[src/rtl/isf_pkg.sv]
package isf_pkg;

  localparam logic [1:0] ST_I = 2'b00;
  localparam logic [1:0] ST_S = 2'b01;
  localparam logic [1:0] ST_E = 2'b10;
  localparam logic [1:0] ST_M = 2'b11;

  localparam logic [2:0] OP_READ   = 3'd0;
  localparam logic [2:0] OP_READ_A = 3'd1;
  localparam logic [2:0] OP_RWITM  = 3'd2;
  localparam logic [2:0] OP_KILL   = 3'd3;
  localparam logic [2:0] OP_FLUSH  = 3'd4;
  localparam logic [2:0] OP_CLEAN  = 3'd5;

  localparam int unsigned GRAN_BYTES_FIXED = 32;

  typedef struct packed {
    logic retry;
    logic shared;
    logic fwd;
  } snp_resp_t;

  function automatic logic op_is_defined(input logic [2:0] op);
    return op <= OP_CLEAN;
  endfunction

  function automatic logic op_is_readlike(input logic [2:0] op);
    return (op == OP_READ) || (op == OP_READ_A);
  endfunction

endpackage

[src/rtl/isf_dir.sv]
module isf_dir #(
  parameter int unsigned ADDR_W     = 16,
  parameter int unsigned SETS       = 8,
  parameter int unsigned LINE_BYTES = 64,
  parameter int unsigned GRAN_BYTES = 32
) (
  input  logic                                  clk,
  input  logic                                  rst,
  input  logic                                  upd_en,
  input  logic [ADDR_W-1:0]                     upd_addr,
  input  logic [1:0]                            upd_state,
  input  logic [LINE_BYTES/GRAN_BYTES-1:0]      upd_mark,
  input  logic [ADDR_W-1:0]                     lk_addr,
  output logic                                  lk_hit,
  output logic [1:0]                            lk_state,
  output logic                                  lk_mark
);
  import isf_pkg::*;

  localparam int unsigned GPL    = LINE_BYTES / GRAN_BYTES;
  localparam int unsigned OFF_W  = $clog2(LINE_BYTES);
  localparam int unsigned GOFF_W = $clog2(GRAN_BYTES);
  localparam int unsigned IDX_W  = $clog2(SETS);
  localparam int unsigned TAG_W  = ADDR_W - OFF_W - IDX_W;
  localparam int unsigned GSEL_W = (GPL > 1) ? $clog2(GPL) : 1;

  // entry storage: written synchronously, read asynchronously (distributed RAM)
  logic [TAG_W-1:0] tag_mem  [SETS];
  logic [1:0]       st_mem   [SETS];
  logic [GPL-1:0]   mark_mem [SETS];

  // liveness kept in flops so that reset can empty the directory at once
  logic [SETS-1:0]  live_q;

  logic [IDX_W-1:0] wr_idx;
  logic [TAG_W-1:0] wr_tag;
  logic [IDX_W-1:0] rd_idx;
  logic [TAG_W-1:0] rd_tag;
  logic [GPL-1:0]   rd_marks;

  assign wr_idx = upd_addr[OFF_W +: IDX_W];
  assign wr_tag = upd_addr[ADDR_W-1 -: TAG_W];
  assign rd_idx = lk_addr[OFF_W +: IDX_W];
  assign rd_tag = lk_addr[ADDR_W-1 -: TAG_W];

  always_ff @(posedge clk) begin
    if (upd_en) begin
      tag_mem[wr_idx]  <= wr_tag;
      st_mem[wr_idx]   <= upd_state;
      mark_mem[wr_idx] <= upd_mark;
    end
  end

  always_ff @(posedge clk) begin
    if (rst) begin
      live_q <= '0;
    end else if (upd_en) begin
      live_q[wr_idx] <= (upd_state != ST_I);
    end
  end

  assign rd_marks = mark_mem[rd_idx];
  assign lk_state = st_mem[rd_idx];
  assign lk_hit   = live_q[rd_idx] && (tag_mem[rd_idx] == rd_tag) && (st_mem[rd_idx] != ST_I);

  generate
    if (GPL > 1) begin : g_multi_gran
      logic [GSEL_W-1:0] gsel;
      assign gsel    = lk_addr[GOFF_W +: GSEL_W];
      assign lk_mark = rd_marks[gsel];
    end else begin : g_single_gran
      assign lk_mark = rd_marks[0];
    end
  endgenerate

endmodule

[src/rtl/isf_decide.sv]
module isf_decide (
  input  logic                 hit,
  input  logic [1:0]           state,
  input  logic                 mark,
  input  logic [2:0]           op,
  input  logic                 busy,
  input  logic                 busy_same_gran,
  output isf_pkg::snp_resp_t   resp
);
  import isf_pkg::*;

  snp_resp_t raw;
  logic      is_shared_line;

  assign is_shared_line = (state == ST_S);

  always_comb begin
    raw = '0;
    if (busy_same_gran) begin
      // a forward to this granule is still in flight: hold the bus off
      raw.retry = 1'b1;
    end else if (hit) begin
      if (!op_is_defined(op)) begin
        raw.retry = 1'b1;
        raw.fwd   = mark;
      end else if (mark) begin
        if (is_shared_line && op_is_readlike(op)) begin
          raw.shared = 1'b1;
        end else begin
          raw.retry = 1'b1;
          raw.fwd   = 1'b1;
        end
      end else if (op_is_readlike(op)) begin
        raw.shared = 1'b1;
      end
    end
  end

  always_comb begin
    resp = raw;
    if (busy) begin
      resp.fwd = 1'b0;
    end
  end

endmodule

[src/rtl/isf_fwd.sv]
module isf_fwd #(
  parameter int unsigned ADDR_W     = 16,
  parameter int unsigned GRAN_BYTES = 32
) (
  input  logic              clk,
  input  logic              rst,
  input  logic              load,
  input  logic [ADDR_W-1:0] load_addr,
  input  logic [2:0]        load_op,
  input  logic [ADDR_W-1:0] probe_addr,
  output logic              busy,
  output logic              busy_same_gran,
  output logic              fwd_valid,
  input  logic              fwd_ready,
  output logic [ADDR_W-1:0] fwd_addr,
  output logic [2:0]        fwd_op
);
  localparam int unsigned GOFF_W = $clog2(GRAN_BYTES);
  localparam int unsigned GNUM_W = ADDR_W - GOFF_W;

  logic              valid_q;
  logic [ADDR_W-1:0] addr_q;
  logic [2:0]        op_q;

  assign busy           = valid_q && !fwd_ready;
  assign busy_same_gran = busy && (probe_addr[ADDR_W-1 -: GNUM_W] == addr_q[ADDR_W-1 -: GNUM_W]);

  always_ff @(posedge clk) begin
    if (rst) begin
      valid_q <= 1'b0;
    end else if (load) begin
      valid_q <= 1'b1;
    end else if (fwd_ready) begin
      valid_q <= 1'b0;
    end
  end

  always_ff @(posedge clk) begin
    if (load) begin
      addr_q <= load_addr;
      op_q   <= load_op;
    end
  end

  assign fwd_valid = valid_q;
  assign fwd_addr  = addr_q;
  assign fwd_op    = op_q;

endmodule

[src/rtl/incl_snoop_filter.sv]
module incl_snoop_filter #(
  parameter int unsigned ADDR_W     = 16,
  parameter int unsigned SETS       = 8,
  parameter int unsigned LINE_BYTES = 64,
  parameter int unsigned GRAN_BYTES = 32
) (
  input  logic                             clk,
  input  logic                             rst,
  input  logic                             snp_valid,
  input  logic [ADDR_W-1:0]                snp_addr,
  input  logic [2:0]                       snp_op,
  input  logic                             upd_en,
  input  logic [ADDR_W-1:0]                upd_addr,
  input  logic [1:0]                       upd_state,
  input  logic [LINE_BYTES/GRAN_BYTES-1:0] upd_mark,
  output logic                             rsp_valid,
  output logic                             rsp_retry,
  output logic                             rsp_shared,
  output logic                             fwd_valid,
  input  logic                             fwd_ready,
  output logic [ADDR_W-1:0]                fwd_addr,
  output logic [2:0]                       fwd_op
);
  import isf_pkg::*;

  logic       lk_hit_w;
  logic [1:0] lk_state_w;
  logic       lk_mark_w;
  logic       busy_w;
  logic       busy_same_w;
  snp_resp_t  dec_w;
  logic       dec_fwd_w;
  logic       fwd_load_w;

  isf_dir #(
    .ADDR_W(ADDR_W), .SETS(SETS), .LINE_BYTES(LINE_BYTES), .GRAN_BYTES(GRAN_BYTES)
  ) dir_i (
    .clk(clk), .rst(rst),
    .upd_en(upd_en), .upd_addr(upd_addr), .upd_state(upd_state), .upd_mark(upd_mark),
    .lk_addr(snp_addr), .lk_hit(lk_hit_w), .lk_state(lk_state_w), .lk_mark(lk_mark_w)
  );

  isf_decide dec_i (
    .hit(lk_hit_w), .state(lk_state_w), .mark(lk_mark_w), .op(snp_op),
    .busy(busy_w), .busy_same_gran(busy_same_w), .resp(dec_w)
  );

  assign dec_fwd_w  = dec_w.fwd;
  assign fwd_load_w = snp_valid && dec_fwd_w;

  isf_fwd #(
    .ADDR_W(ADDR_W), .GRAN_BYTES(GRAN_BYTES)
  ) fwd_i (
    .clk(clk), .rst(rst),
    .load(fwd_load_w), .load_addr(snp_addr), .load_op(snp_op),
    .probe_addr(snp_addr), .busy(busy_w), .busy_same_gran(busy_same_w),
    .fwd_valid(fwd_valid), .fwd_ready(fwd_ready), .fwd_addr(fwd_addr), .fwd_op(fwd_op)
  );

  always_ff @(posedge clk) begin
    if (rst) begin
      rsp_valid  <= 1'b0;
      rsp_retry  <= 1'b0;
      rsp_shared <= 1'b0;
    end else begin
      rsp_valid  <= snp_valid;
      rsp_retry  <= snp_valid && dec_w.retry;
      rsp_shared <= snp_valid && dec_w.shared;
    end
  end

endmodule

[config.mk]
export PLATFORM = sky130hd
export DESIGN_NAME = incl_snoop_filter
export DESIGN_NICKNAME = d
export VERILOG_FILES = /design/src/rtl/isf_pkg.sv /design/src/rtl/isf_dir.sv /design/src/rtl/isf_decide.sv /design/src/rtl/isf_fwd.sv /design/src/rtl/incl_snoop_filter.sv
export SDC_FILE = /design/constraint.sdc
export NUM_CORES = 1
export LEC_CHECK = 0
export CAP_MARGIN = 25
export CORE_MARGIN = 1.5
export CORE_UTILIZATION = 54
export CTS_CLUSTER_SIZE = 24
export DETAILED_ROUTE_END_ITERATION = 10
export PLACE_DENSITY_LB_ADDON = 0.2
export SLEW_MARGIN = 20
export SYNTH_ARGS = -nofsm -noshare
export SYNTH_HDL_FRONTEND = slang
export SYNTH_SLANG_ARGS = --single-unit
[constraint.sdc]
create_clock -name clk -period 5.75 [get_ports clk]
set_clock_uncertainty 0.2 [all_clocks]
set_input_delay 1.15 -clock clk [delete_from_list [all_inputs] [get_ports clk]]
set_output_delay 1.15 -clock clk [all_outputs]
set_load 0.02 [all_outputs]
==> metrics.md <==
| Metric | Value |
|---|---|
| Worst min path class | register to register |
| Warnings, synthesis | 0 |
| Via Count | 2736 |
| Commonest non-fill, non-tap cell in the layout | edfxtp_1 |
| Crit share post-route | 0.7589 |
| Non-Filler Instances | 480 |
| EDFF count, synth | 107 |
| Biggest area consumer among synthesized cells | edfxtp_1 |
| Post-synthesis sequential area ratio | 0.7197 |
| Critical Path Most Common Cell | buf_4 |
| Maximum fanout along the worst path | 15 |
| Routed wire length | 9589 µm |
| Count of state elements after synthesis | 119 |
| Pins Over Slew Limit | 0 |
| Startpoint Class | primary input |
| Gr ovfl total | 0 |
| Area grow syn2layout | 27.85% |
| Fraction of registers with async set/reset | 0 |
| Hold Path Depth | 2 |
| Sw frac | 0.2184 |
| Number of diodes | 0 |
| Worst Path Arrival | 4360 ps |
| Initial antenna violation count | 0 |
| Clock Power Share | 0.465 |
| R2R depth | 7 |
| Slew margin rel. | 0.4915 |
| CTS-repair resized insts | 0 |
| Placed cells | 447 |
| Crit path required time | 5750 ps |
| Top post-synthesis cells by area | edfxtp_1, mux2i_1, dfxtp_1 |
| Boundary Pins | 67 |
| Type of the worst setup path | primary input to register |
| Area of the multi-input gates | 0.001287 mm² |
| Final Net Count | 403 |
| Comb pwr share | 0.064 |
| Worst skew pair latency | 510 ps |
| RR Startpoint | dir_i.tag_mem[4][4] |
| Post-synthesis cell area | 0.004798 mm² |
| Final Hold Vio Count | 0 |
| Cell breakdown of the critical path | clkdlybuf4s50_1 -> buf_4 -> mux4_1 -> mux2i_1 -> xnor2_1 -> a21oi_2 -> nand4_2 -> nor4_2 -> buf_4 |
| Reg2reg setup slack | 2740 ps |
| Worst-case clock buffer depth | 2 |
| Most frequent cells in the layout | edfxtp_1, clkdlybuf4s50_1, mux2i_1 |
| Core area | 0.008678 mm² |
| Largest net degree at the start of global routing | 38 |
| PD cells | 336.4 mW/mm² |
| Tmin final | 4364 ps |
| Sw Pwr | 0.4507 mW |
| Syn Nets | 321 |
| Placer Congestion | 0.8165 |
| Filler Cell Count | 546 |
| Dpl hpwl | 6411 µm |
| Setup TNS | 0 ps |
| Max incr delay on CP | 810 ps |
| Clock Root Buffer | clkbuf_8 |
| Total power draw | 2.064 mW |
| Pleak | 2.123 nW |
| Vias in the first global route | 2713 |
| P_int | 1.613 mW |
| Slew @ Worst Pin | 758.6 ps |
| Syn Area/Cell | 17.32 µm² |
| GRT Total Usage | 0.2155 |
| DRT iter0 DRCs | 241 |
| CTS tree | done |
| # clock sinks | 119 |
| Die ar. | 0.009460 mm² |
| Die H | 97.27 µm |
| Via-to-Cell Ratio | 5.700 |
| Global-route wire length before repair | 14850 µm |
| Initial Util | 0.5529 |
| Register Area | 0.003453 mm² |
| Worst ir drop on vdd | 0.2150 mV |
| Number of buffers added on ports | 60 |
| Row cnt | 34 |
| Hold endpoint | dir_i.live_q[7] |
| DRC viols | 0 |
| R2R Path End | fwd_i.fwd_addr[3] |
| Drt wl/cell | 19.98 µm |
| Die Wd | 97.27 µm |
| H-tree Lvls | 4 |
| Max Clock Freq | 229.2 MHz |
| Max cap viols | 0 |
| Critical path's slowest cell | clkdlybuf4s50_1 |
| Post-synth top flop | edfxtp_1 |
| CTS clk-pin slew, worst paths | 60 ps |
| RSZ-0062 raised after global routing | false |
| Clock buffer count from CTS | 17 |
| Post-synth cell types | 37 |
| Post-CTS Setup Inserts | 0 |
| Hold Buf Count CTS | 0 |
| First-pass detailed-route iteration total | 4 |
| Hold wc startpoint | dir_i.live_q[7] |
| Final Setup Violations | 0 |
| Mapped Cells | 277 |
| Share of layout cells above drive strength 1 | 0.1801 |
| Flop pwr share | 0.471 |
| Worst setup EP type | register |
| Yosys top cell area share | 0.6696 |
| Status | finished, final reports clean |
| Routed Antenna Nets | 0 |
-- metal layers --
metal / track usage / part of all wire
met5: 0 / 0
met4: 0.07253 / 0.0068
met1: 0.2737 / 0.42
met3: 0.06906 / 0.060
met2: 0.3540 / 0.51
-- registers in the layout, summed over array words and instances, names as in the netlist --
signal	flops
dir_i.tag_mem	56
dir_i.mark_mem	16
dir_i.st_mem	16
fwd_i.fwd_addr	16
dir_i.live_q	8
fwd_i.fwd_op	3
fwd_i.fwd_valid	1
rsp_retry	1
rsp_shared	1
rsp_valid	1
-- cell usage after synthesis, types with 5 or more instances --
cell type,instances
nor2_1,16
nor3_1,12
nand2_1,8
a21oi_1,5
mux4_2,8
xor2_1,11
a22oi_1,11
dfxtp_1,12
mux2i_1,30
edfxtp_1,107
-- cells by family after synthesis --
| family | after synthesis | synth area share |
|---|---|---|
| DFF | 119 | 0.7197 |
| and+or+nand+nor | 62 | 0.06701 |
| muxes | 45 | 0.1291 |
| AOI/OAI and AO/OA | 28 | 0.04511 |
| xor gates and xnor gates | 13 | 0.02373 |
| buffers and inverters | 10 | 0.01538 |
-- stage by stage --
step	cell area, µm²	worst slack (ps)	hold WS, ps	util
after floorplan	4798	785.2	250.6	-
after global placement	5562	900.2	267.4	0.6409
after detailed placement	5562	837.5	282.3	0.6409
after CTS	6115	1371	290.2	0.7046
after global routing	6135	1247	321.8	0.7069
final	6135	1386	289.1	0.7069
-- power groups by stage --
stage | registers [mW] | clock network (mW) | logic (mW)
2_1_floorplan | 0.988 | 0 | 0.0723
3_3_place_gp | 0.988 | 0 | 0.127
3_5_place_dp | 0.989 | 0 | 0.130
4_1_cts | 0.972 | 0.971 | 0.131
5_1_grt | 0.973 | 1.01 | 0.142
6_report | 0.972 | 0.961 | 0.132
-- cell type report --
| type | instances | area share |
|---|---|---|
| tap | 108 | 0.02203 |
| timing repair buffer | 73 | 0.1150 |
| sequential | 119 | 0.5629 |
| clock buffer | 18 | 0.06975 |
| clock inverter | 14 | 0.02040 |
| multi-input combinational | 148 | 0.2099 |
-- critical path: cells and delay by family --
kind	cells	cell delay, ps
buf+inv	3	1430
simple gates	2	810
mux	2	750
compound gates	1	120
xor+xnor	1	100
-- worst max-delay path by stage --
stage                 from           endpoint  slack (ps)  depth (start not counted)
6_report       snp_addr[6]  fwd_i.fwd_addr[3]        1390                          9
5_1_grt        snp_addr[6]  fwd_i.fwd_addr[3]        1250                          9
4_1_cts        snp_addr[6]  fwd_i.fwd_addr[3]        1370                          9
3_5_place_dp   snp_addr[6]  fwd_i.fwd_addr[4]         840                          9
3_3_place_gp   snp_addr[6]  fwd_i.fwd_addr[4]         900                          9
2_1_floorplan  snp_addr[8]  fwd_i.fwd_addr[0]         790                          8
No activity file was read; power rests on OpenSTA's default activity.
